--- config.mk ---
export PLATFORM = sky130hd
export DESIGN_NAME = zoneseq_top
export DESIGN_NICKNAME = d
export VERILOG_FILES = /design/src/rtl/zoneseq_pkg.sv /design/src/rtl/zoneseq_cfg.sv /design/src/rtl/zoneseq_ctrl.sv /design/src/rtl/zoneseq_dp.sv /design/src/rtl/zoneseq_top.sv
export SDC_FILE = /design/constraint.sdc
export NUM_CORES = 1
export LEC_CHECK = 0
export BUFFER_PORTS_ARGS = -buffer_cell sky130_fd_sc_hd__buf_2
export CAP_MARGIN = 20
export CORE_MARGIN = 10
export CORE_UTILIZATION = 54
export DETAILED_ROUTE_END_ITERATION = 10
export GPL_ROUTABILITY_DRIVEN = 0
export PLACE_DENSITY = 0.95
export SLEW_MARGIN = 20
export SYNTH_ARGS = -nofsm -noshare
export SYNTH_HDL_FRONTEND = slang
export SYNTH_SLANG_ARGS = --single-unit
export TNS_END_PERCENT = 5
--- constraint.sdc ---
create_clock -name clk -period 5.4 [get_ports clk]
set_input_delay 1.08 -clock clk [delete_from_list [all_inputs] [get_ports clk]]
set_output_delay 1.08 -clock clk [all_outputs]
set_load 0.05 [all_outputs]
--- src/rtl/zoneseq_pkg.sv ---
package zoneseq_pkg;
  localparam int DW = 16;
  localparam int BYTE_W = 8;

  typedef struct packed {
    logic       fastRd;
    logic       preIdle;
    logic       postIdle;
    logic       busWide;
    logic       burstWait;
    logic       burstEn;
    logic [1:0] hold;
    logic [2:0] waitCnt;
  } cfg_t;

  typedef struct packed {
    logic load;
    logic capture;
    logic beatHi;
  } ctl_t;

  typedef enum logic [2:0] {
    S_IDLE, S_GAP, S_SETUP, S_STROBE, S_WAIT, S_HOLD
  } state_t;
endpackage

--- src/rtl/zoneseq_cfg.sv ---
module zoneseq_cfg
  import zoneseq_pkg::*;
(
  input  logic          clk,
  input  logic          rstN,
  input  logic          cfgWe,
  input  logic [DW-1:0] cfgWdata,
  output logic [DW-1:0] cfgRdata,
  output cfg_t          cfg
);
  localparam logic [DW-1:0] RESET_VAL = 16'h069F;
  localparam logic [DW-1:0] KEEP_MASK = 16'h0EFF;
  localparam int B_FAST = 11, B_PRE = 10, B_POST = 9, B_WIDE = 7;
  localparam int B_BWAIT = 6, B_BURST = 5, B_HOLD = 3, B_WAIT = 0;

  logic [DW-1:0] regQ;

  always_ff @(posedge clk or negedge rstN) begin
    if (!rstN)      regQ <= RESET_VAL;
    else if (cfgWe) regQ <= cfgWdata & KEEP_MASK;
  end

  assign cfgRdata      = regQ;
  assign cfg.fastRd    = regQ[B_FAST];
  assign cfg.preIdle   = regQ[B_PRE];
  assign cfg.postIdle  = regQ[B_POST];
  assign cfg.busWide   = regQ[B_WIDE];
  assign cfg.burstWait = regQ[B_BWAIT];
  assign cfg.burstEn   = regQ[B_BURST];
  assign cfg.hold      = regQ[B_HOLD +: 2];
  assign cfg.waitCnt   = regQ[B_WAIT +: 3];

  AST_RSV_ZERO: assert property (@(posedge clk) disable iff (!rstN)
    (cfgRdata[15:12] == 4'h0) && !cfgRdata[8]);
endmodule

--- src/rtl/zoneseq_ctrl.sv ---
module zoneseq_ctrl
  import zoneseq_pkg::*;
#(
  parameter int ZW = 2
) (
  input  logic          clk,
  input  logic          rstN,
  input  cfg_t          cfg,
  input  logic          reqValid,
  input  logic          reqWrite,
  input  logic          reqWide,
  input  logic [ZW-1:0] reqZone,
  output ctl_t          ctl,
  output logic          busSel,
  output logic          busRd,
  output logic          busWr,
  output logic          busOe,
  output logic          done
);
  state_t        state;
  logic [2:0]    cnt;
  logic          opWrite, opFast, opSplit, opBurst, beatHi;
  logic [ZW-1:0] lastZone;
  logic          lastValid, doneQ;

  logic       accept, newFast, zoneChg;
  logic [1:0] gapN;
  logic [2:0] waitN;
  logic [1:0] holdN;
  logic       lastStrobe, endBeat, endStrobe;

  always_comb begin
    accept  = (state == S_IDLE) && reqValid && !doneQ;
    newFast = !reqWrite && cfg.fastRd;
    zoneChg = lastValid && (reqZone != lastZone);
    gapN    = zoneChg ? (2'(cfg.preIdle) + 2'(cfg.postIdle)) : 2'd0;
    if (opFast)                 waitN = 3'd0;
    else if (opBurst && beatHi) waitN = {2'b00, cfg.burstWait};
    else                        waitN = cfg.waitCnt;
    holdN      = (opFast || (opBurst && beatHi)) ? 2'd0 : cfg.hold;
    lastStrobe = ((state == S_STROBE) && (waitN == 3'd0)) ||
                 ((state == S_WAIT) && (cnt == 3'd0));
    endBeat    = (lastStrobe && (holdN == 2'd0)) ||
                 ((state == S_HOLD) && (cnt == 3'd0));
    endStrobe  = lastStrobe && (holdN != 2'd0);
  end

  always_ff @(posedge clk or negedge rstN) begin
    if (!rstN) begin
      state     <= S_IDLE;
      cnt       <= '0;
      opWrite   <= 1'b0;
      opFast    <= 1'b0;
      opSplit   <= 1'b0;
      opBurst   <= 1'b0;
      beatHi    <= 1'b0;
      lastZone  <= '0;
      lastValid <= 1'b0;
      doneQ     <= 1'b0;
    end else begin
      doneQ <= 1'b0;
      if (accept) begin
        opWrite   <= reqWrite;
        opFast    <= newFast;
        opSplit   <= reqWide && !cfg.busWide;
        opBurst   <= reqWide && !cfg.busWide && !reqWrite && cfg.burstEn && !newFast;
        beatHi    <= 1'b0;
        lastZone  <= reqZone;
        lastValid <= 1'b1;
        if (gapN != 2'd0) begin
          state <= S_GAP;
          cnt   <= 3'(gapN) - 3'd1;
        end else begin
          state <= newFast ? S_STROBE : S_SETUP;
        end
      end else if (endBeat) begin
        if (opSplit && !beatHi) begin
          beatHi <= 1'b1;
          state  <= (opFast || opBurst) ? S_STROBE : S_SETUP;
        end else begin
          state <= S_IDLE;
          doneQ <= 1'b1;
        end
      end else if (endStrobe) begin
        state <= S_HOLD;
        cnt   <= 3'(holdN) - 3'd1;
      end else begin
        case (state)
          S_GAP: begin
            if (cnt == 3'd0) state <= opFast ? S_STROBE : S_SETUP;
            else             cnt   <= cnt - 3'd1;
          end
          S_SETUP:  state <= S_STROBE;
          S_STROBE: begin
            state <= S_WAIT;
            cnt   <= waitN - 3'd1;
          end
          S_WAIT, S_HOLD: cnt <= cnt - 3'd1;
          default: ;
        endcase
      end
    end
  end

  logic strobePh;
  assign strobePh    = (state == S_STROBE) || (state == S_WAIT);
  assign busSel      = (state == S_SETUP) || strobePh || (state == S_HOLD);
  assign busRd       = strobePh && !opWrite;
  assign busWr       = strobePh && opWrite;
  assign busOe       = busSel && opWrite;
  assign done        = doneQ;
  assign ctl.load    = accept;
  assign ctl.capture = lastStrobe && !opWrite;
  assign ctl.beatHi  = beatHi;

  AST_RDWR_EXCL: assert property (@(posedge clk) disable iff (!rstN)
    !(busRd && busWr));
  AST_STROBE_IN_SEL: assert property (@(posedge clk) disable iff (!rstN)
    (busRd || busWr) |-> busSel);
  AST_DONE_PULSE: assert property (@(posedge clk) disable iff (!rstN)
    done |=> !done);
  AST_DONE_AFTER_BUS: assert property (@(posedge clk) disable iff (!rstN)
    $rose(done) |-> $past(busSel));
  AST_GAP_NEEDS_HISTORY: assert property (@(posedge clk) disable iff (!rstN)
    (state == S_GAP) |-> (lastValid && !busSel));
endmodule

--- src/rtl/zoneseq_dp.sv ---
module zoneseq_dp
  import zoneseq_pkg::*;
#(
  parameter int AW = 8
) (
  input  logic          clk,
  input  logic          rstN,
  input  ctl_t          ctl,
  input  logic          cfgBusWide,
  input  logic          busActive,
  input  logic [AW-1:0] reqAddr,
  input  logic          reqWide,
  input  logic [DW-1:0] reqWdata,
  input  logic [DW-1:0] busDin,
  output logic [AW-1:0] busAddr,
  output logic [DW-1:0] busDout,
  output logic [DW-1:0] rdData
);
  logic [AW-1:0] addrQ;
  logic [DW-1:0] wdQ;
  logic          wideQ;
  logic [DW-1:0] rdQ;
  logic          fullWord;
  logic [BYTE_W-1:0] loByte, hiByte, laneByte;

  always_ff @(posedge clk or negedge rstN) begin
    if (!rstN) begin
      addrQ <= '0;
      wdQ   <= '0;
      wideQ <= 1'b0;
    end else if (ctl.load) begin
      addrQ <= reqAddr;
      wdQ   <= reqWdata;
      wideQ <= reqWide;
    end
  end

  assign fullWord = wideQ && cfgBusWide;
  assign loByte   = wdQ[BYTE_W-1:0];
  assign hiByte   = wdQ[DW-1:BYTE_W];
  assign busAddr  = wideQ ? {addrQ[AW-1:1], ctl.beatHi} : addrQ;
  assign busDout  = fullWord ? wdQ : (ctl.beatHi ? {hiByte, hiByte} : {loByte, loByte});
  assign laneByte = (cfgBusWide && addrQ[0]) ? busDin[DW-1:BYTE_W] : busDin[BYTE_W-1:0];

  always_ff @(posedge clk or negedge rstN) begin
    if (!rstN) rdQ <= '0;
    else if (ctl.capture) begin
      if (fullWord)        rdQ <= busDin;
      else if (wideQ) begin
        if (ctl.beatHi)    rdQ[DW-1:BYTE_W] <= busDin[BYTE_W-1:0];
        else               rdQ[BYTE_W-1:0]  <= busDin[BYTE_W-1:0];
      end else             rdQ <= {{(DW-BYTE_W){1'b0}}, laneByte};
    end
  end

  assign rdData = rdQ;

  AST_ADDR_STABLE: assert property (@(posedge clk) disable iff (!rstN)
    (busActive && $past(busActive) && $stable(ctl.beatHi)) |-> $stable(busAddr));
  AST_HI_BEAT_ODD: assert property (@(posedge clk) disable iff (!rstN)
    (busActive && ctl.beatHi) |-> busAddr[0]);
endmodule

--- src/rtl/zoneseq_top.sv ---
module zoneseq_top
  import zoneseq_pkg::*;
#(
  parameter int AW = 8,
  parameter int ZW = 2
) (
  input  logic          clk,
  input  logic          rstN,
  input  logic          cfgWe,
  input  logic [15:0]   cfgWdata,
  output logic [15:0]   cfgRdata,
  input  logic          reqValid,
  input  logic          reqWrite,
  input  logic          reqWide,
  input  logic [AW-1:0] reqAddr,
  input  logic [ZW-1:0] reqZone,
  input  logic [15:0]   reqWdata,
  output logic [15:0]   rdData,
  output logic          done,
  output logic [AW-1:0] busAddr,
  output logic          busSel,
  output logic          busRd,
  output logic          busWr,
  output logic [15:0]   busDout,
  input  logic [15:0]   busDin,
  output logic          busOe
);
  cfg_t cfg;
  ctl_t ctl;

  zoneseq_cfg i_cfg (
    .clk(clk), .rstN(rstN), .cfgWe(cfgWe), .cfgWdata(cfgWdata),
    .cfgRdata(cfgRdata), .cfg(cfg)
  );

  zoneseq_ctrl #(.ZW(ZW)) i_ctrl (
    .clk(clk), .rstN(rstN), .cfg(cfg), .reqValid(reqValid),
    .reqWrite(reqWrite), .reqWide(reqWide), .reqZone(reqZone),
    .ctl(ctl), .busSel(busSel), .busRd(busRd), .busWr(busWr),
    .busOe(busOe), .done(done)
  );

  zoneseq_dp #(.AW(AW)) i_dp (
    .clk(clk), .rstN(rstN), .ctl(ctl), .cfgBusWide(cfg.busWide),
    .busActive(busSel), .reqAddr(reqAddr), .reqWide(reqWide),
    .reqWdata(reqWdata), .busDin(busDin), .busAddr(busAddr),
    .busDout(busDout), .rdData(rdData)
  );
endmodule

* Word-level counts from Yosys, hierarchy flattened
Index checks and enable logic that the tools add are counted.
** Operators by class
- Reduce and logical (&&, ||, !) cells :: 50
- Eq/ne operators :: 12
- $add $sub $neg :: 5
- Multiplexer cells :: 34
** Operators with widths (count)
- $mux 16 :: 4
- $mux 3 :: 13
- $mux 8 :: 3
- $logic_and 1x1->1 :: 21
- $pmux 3 s3 :: 2
- $mux 1 :: 10
- $logic_not 3->1 :: 3
- $reduce_and 2->1 :: 4
- $reduce_bool 2->1 :: 4
- $logic_or 1x1->1 :: 7
- $eq 3x2->1 const B :: 2
- $eq 3x3->1 const B :: 2
- $logic_not 1->1 :: 6
- $ne 3x3->1 const B :: 2
- $reduce_bool 6->1 :: 1
- $sub 2x1->3 const B :: 2
- $sub 3x1->3 const B :: 2
- $ne 5x1->1 const B :: 1
- $reduce_bool 5->1 :: 1
- $mux 2 :: 2
- $ne 4x2->1 const B :: 1
- $reduce_and 4->1 :: 1
- $eq 3x1->1 const B :: 1
- $add 1x1->2 :: 1
- other kinds (5) :: 5
** Word-level totals
- Word-level logic and storage cells :: 117
- Output and inout port bits :: 61
- Input port bits :: 64
- Bits in registers :: 67

* Depth between registers and ports, before layout
- Word-level depth :: 10
- Mapped depth :: 12
- Mapped depth without buffers :: 11

* Modules after synthesis
A second synthesis with hierarchy kept.
** Second synthesis, totals
- Cell total of the unflattened synthesis :: 314
- Area total of the unflattened synthesis :: 3741.1 sq um
** Modules (own cells, without submodules)
- zoneseq_dp :: times used 1, area each 2045.7 sq um, seq. area each 1026.0 sq um, cells each 143
- zoneseq_ctrl :: times used 1, area each 1113.6 sq um, seq. area each 375.4 sq um, cells each 131
- zoneseq_cfg :: times used 1, area each 581.8 sq um, seq. area each 285.3 sq um, cells each 40

* Worst setup path before layout
OpenSTA, ideal clock, no wires.
- Path kind :: reg-to-output
- Start point :: register i_ctrl.state[2]
- End point :: output port busOe
- Data required time :: 4320 ps
- Data arrival time :: 1861 ps
- Buffers on the path :: 1
- Setup slack :: 2459 ps
- Stages on the path, launching flop included :: 4
- Path through :: dfrtp_1 -> clkbuf_8 -> xor2_1 -> and2_1
** Between the ends
- Longest elaborated chain between the ends :: 5
- Elaborated cells on any way between the ends :: 8
- Classes of those cells :: eq/ne (4); reduce/logical (4)
** RTL lines
- start: declaration :: line zoneseq_ctrl.sv:20 : state_t state;
- start signal: assignment :: line zoneseq_ctrl.sv:74 : state <= newFast ? S_STROBE : S_SETUP;
- start signal: assignment :: line zoneseq_ctrl.sv:79 : state <= (opFast || opBurst) ? S_STROBE : S_SETUP;
- start signal: assignment :: line zoneseq_ctrl.sv:90 : if (cnt == 3'd0) state <= opFast ? S_STROBE : S_SETUP;
- $eq 3x2->1 / $eq 3x3->1 (equally long branches) :: line zoneseq_ctrl.sv:106 : assign strobePh = (state == S_STROBE) || (state == S_WAIT);
- $logic_or 1x1->1 :: line zoneseq_ctrl.sv:106
- $logic_or 1x1->1 :: line zoneseq_ctrl.sv:107 : assign busSel = (state == S_SETUP) || strobePh || (state == S_HOLD);
- $logic_or 1x1->1 (*) :: line zoneseq_ctrl.sv:107
- net busSel :: line zoneseq_top.sv:21 : output logic busSel,
- $logic_and 1x1->1 (*) :: line zoneseq_ctrl.sv:110 : assign busOe = busSel && opWrite;
- end: declaration :: line zoneseq_top.sv:26 : output logic busOe
The timed path passes the listed nets; every way through them passes the cells marked *.

* Final worst setup path
- Start point :: register i_dp.wideQ
- End point :: output port busDout[12]
** Between the ends
- Longest elaborated chain between the ends :: 2
** RTL lines
- start: declaration :: line zoneseq_dp.sv:21 : logic wideQ;
- start signal: assignment :: line zoneseq_dp.sv:34 : wideQ <= reqWide;
- $logic_and 1x1->1 :: line zoneseq_dp.sv:38 : assign fullWord = wideQ && cfgBusWide;
- $mux 16 :: line zoneseq_dp.sv:42 : assign busDout = fullWord ? wdQ : (ctl.beatHi ? {hiByte, hiByte} : {loByte, loByte});
- end: declaration :: line zoneseq_top.sv:24 : output logic [15:0] busDout,
Every way passes these cells.

==> reports/summary.md <==
## Worst setup path
* FF-to-FF Start: i_ctrl.beatHi$_DFFE_PN0P_
* worst endpoint data arrival time: 2.17 ns
* WP data required: 4.32 ns
* critical path cell sequence: a21oi_1, mux2_2, buf_2
* type of element launching the critical path: flop
* Worst setup EP type: output port
* worst r2r dst: i_ctrl.cnt[2]$_DFFE_PN0P_
* worst-case reg-to-reg path depth: 11
* Max stage delay on crit path: 0.66 ns
* worst-path cell with the longest stage delay: sky130_fd_sc_hd__a21oi_1
* classification of the worst setup path: reg -> out
* maximum fanout along the worst path: 15
* flop-to-flop setup slack: 2.74 ns
* Crit path buffers/inverters: 1
* critical path's top delay family: compound AO/OA/AOI/OAI gates

## Routing
* post-detailed-route via-to-cell ratio: 5.36
* number of iterations in the first detailed-routing pass: 5
* remaining design rule violation count: 0
* DRT iter0 DRCs: 199
* Antenna Nets Post-Route: 0
* WL/cell: 16.9 µm
* total wire length: 9270 µm
* vias: 2943

## Hold path
* classification of the worst-slack hold path: reg -> reg
* depth of the worst hold-timing path: 2
* Min-Delay Endpoint: i_dp.addrQ[7]$_DFFE_PN0P_
* Worst Hold Launch: i_dp.addrQ[7]$_DFFE_PN0P_

## Die
* die area: 10400 µm²
* IO Pins: 125
* Initial Util: 56.4%
* die width: 102 µm
* overall die height: 102 µm
* number of cell rows: 29
* area of the core: 6420 µm²

## Power and ir drop
* largest vdd supply drop: 0.528 mV
* static leakage power: 2.25 nW
* power density over the cells: 654 nW/µm²
* Power Total: 2.82 mW

## CTS
* Clock Sink Count: 67
* Setup Fix Bufs, Post-CTS: 0
* H-tree depth: 3
* Reg clk slew, reported paths: 0.07 ns
* hold buffers post-CTS: 0
* clock tree root driver cell: sky130_fd_sc_hd__clkbuf_8
* number of buffers on the longest clock path: 2
* number of buffers created by CTS: 9
* clock latency reported for the late side of the worst-skew pair: 0.35 ns
* TritonCTS clock tree: yes
* number of gates resized after cts: 0

## STA
* clock skew: 0.0131 ns
* final-layout worst hold slack: 0.471 ns
* normalized max-slew margin: 44.7%
* total negative slack: 0 ns
* transition at the pin with the smallest max-transition slack: 0.829 ns
* fraction of the cycle the final worst path needs: 60.2%
* final setup margin: 2.15 ns
* Final Hold Vio Count: 0
* Setup violations, final: 0
* fin crit period: 3.25 ns
* unrepaired setup endpoints after global routing: false
* FMAX: 307 MHz
* number of pins with negative max-slew slack in the final report: 0

## Place
* Port Buf Inserts: 114
* worst setup slack before clock tree synthesis: 2.28 ns
* total instance count after detailed placement: 533
* half-perimeter wire length after detailed placement: 6910 µm

## Synthesis
* Netlist Area Pre-Place: 3620 µm²
* cells after synthesis: 367
* main combinational cell family by area after synthesis: simple AND/OR/NAND/NOR gates
* xor and xnor fraction of the mapped netlist area: 0.726%
* synthesized area per cell: 9.86 µm²
* multiplexer share of the synthesized area: 15.6%
* share of synthesized flip-flops with an asynchronous set or reset: 100%
* prevailing post-synth register cell: sky130_fd_sc_hd__dfrtp_1
* Synth warnings: 0
* simple-gate area share of the yosys netlist: 18.9%
* number of enable flip-flop cells after synthesis: 0
* number of distinct standard cells referenced by the synthesized netlist: 57
* sequential element share of the synthesized area: 46.6%
* post-synthesis adder-cell area fraction: 0.691%
* synthesized flop and latch total: 67
* complex-gate fraction of the synthesized area: 11.1%

## Job
* number of maximum-capacitance violations: 0

## Layout
* commonest cells after routing, fill and taps aside: 114 x sky130_fd_sc_hd__buf_2, 96 x sky130_fd_sc_hd__nand2_1, 59 x sky130_fd_sc_hd__dfrtp_1
* # diodes: 0
* Area Overhead vs Synth: 18.9%
* share of cells above drive strength 1: 39.8%
* most common cell after layout, fill and taps aside: sky130_fd_sc_hd__buf_2
* Final nets: 533
* Cell Count, Final, Fillers Out: 549

## GRT
* first-pass GRT wire length: 14900 µm
* global-route track usage on met1: 21.2%
* vias in the first global route: 3046
* global routing usage summed across all routing layers: 18.0%
* number of antenna violations at the first check in global routing: 0
* GRT Residual Overflow: 0
* met3 GRT Util: 4.93%
* maximum number of pins on one net before global-route repair: 68
* met2 usage in global routing: 30.0%
* most used routing layer: met2

## Outcome
* run status: completed

power by group:
part / internal [mW] / switching (mW)
Combinational: 0.461 / 1.07
Sequential: 0.697 / 0.188
Clock: 0.212 / 0.186
metrics by stage:
stage | cell area [µm²] | utilization [%]
finish | 4310 | 67.0
global route | 4310 | 67.0
CTS | 4310 | 67.0
detailed placement | 4120 | 64.2
global placement | 4120 | 64.2
floorplan | 3630 | -
routing by layer:
metal | share of wire (%) | vias up
li1 | - | 1432
met1 | 40 | 1364
met2 | 50 | 128
met3 | 8.1 | 19
met4 | 2.0 | 0
met5 | 0 | -
cells by family after synthesis:
family,after synthesis
AND/OR/NAND/NOR,149
AO/OA/AOI/OAI,55
buffers and inverters,38
flip-flops,67
multiplexers,52
other,1
adder cells (fa/ha/maj),2
XOR/XNOR,3
state kept, by name (all words and copies together) (netlist names):
register / count
i_ctrl.opBurst: 1
i_dp.wdQ: 16
i_ctrl.state: 3
i_ctrl.beatHi: 1
i_ctrl.lastZone: 2
i_ctrl.cnt: 3
i_ctrl.done: 1
i_dp.rdData: 16
i_ctrl.opFast: 1
i_dp.wideQ: 1
i_ctrl.lastValid: 1
i_dp.addrQ: 8
i_ctrl.opSplit: 1
i_cfg.cfgRdata: 11
i_ctrl.opWrite: 1
synth_stat cells, drive strengths merged, types with 3 or more instances:
library cell / n / area share (%)
a21oi: 19 / 3.1
xor2: 3 / 0.73
inv: 6 / 0.62
buf: 21 / 4.2
nor3: 3 / 0.41
nand2: 96 / 10
nand3: 5 / 0.69
clkbuf: 11 / 1.4
mux2: 35 / 11
nor4: 3 / 1.1
o21ai: 13 / 2.1
o21a: 3 / 0.62
dfstp: 8 / 5.8
nor2b: 9 / 1.6
dfrtp: 59 / 41
mux2i: 17 / 4.7
nor2: 20 / 2.1
nand2b: 4 / 0.69
cell type report:
type                            count  area (µm²)
Fill cell                         491        2120
Multi-Input combinational cell    266        1720
Timing Repair Buffer              117         593
Clock inverter                      5        53.8
Clock buffer                       11         131
Sequential cell                    67        1690
Inverter                            6        22.5
Tap cell                           77        96.3
worst min-delay path, delay by kind of cell (launching register included):
kind	cells	cell delay (ns)
and+or+nand+nor	2	0.10
DFF	1	0.34
worst max-delay path by stage:
| stage | start | end | slack, ns | cells past startpoint |
|---|---|---|---|---|
| floorplan | i_ctrl.state[2]$_DFFE_PN0P_ | busOe | 2.46 | 3 |
| global placement | reqValid | i_ctrl.cnt[2]$_DFFE_PN0P_ | 2.39 | 11 |
| detailed placement | reqValid | i_ctrl.cnt[2]$_DFFE_PN0P_ | 2.28 | 11 |
| CTS | i_dp.wideQ$_DFFE_PN0P_ | busDout[12] | 2.12 | 3 |
| global route | i_dp.wideQ$_DFFE_PN0P_ | busDout[14] | 2.01 | 3 |
| finish | i_dp.wideQ$_DFFE_PN0P_ | busDout[12] | 2.15 | 3 |
No activity file was read; power rests on OpenSTA's default activity.
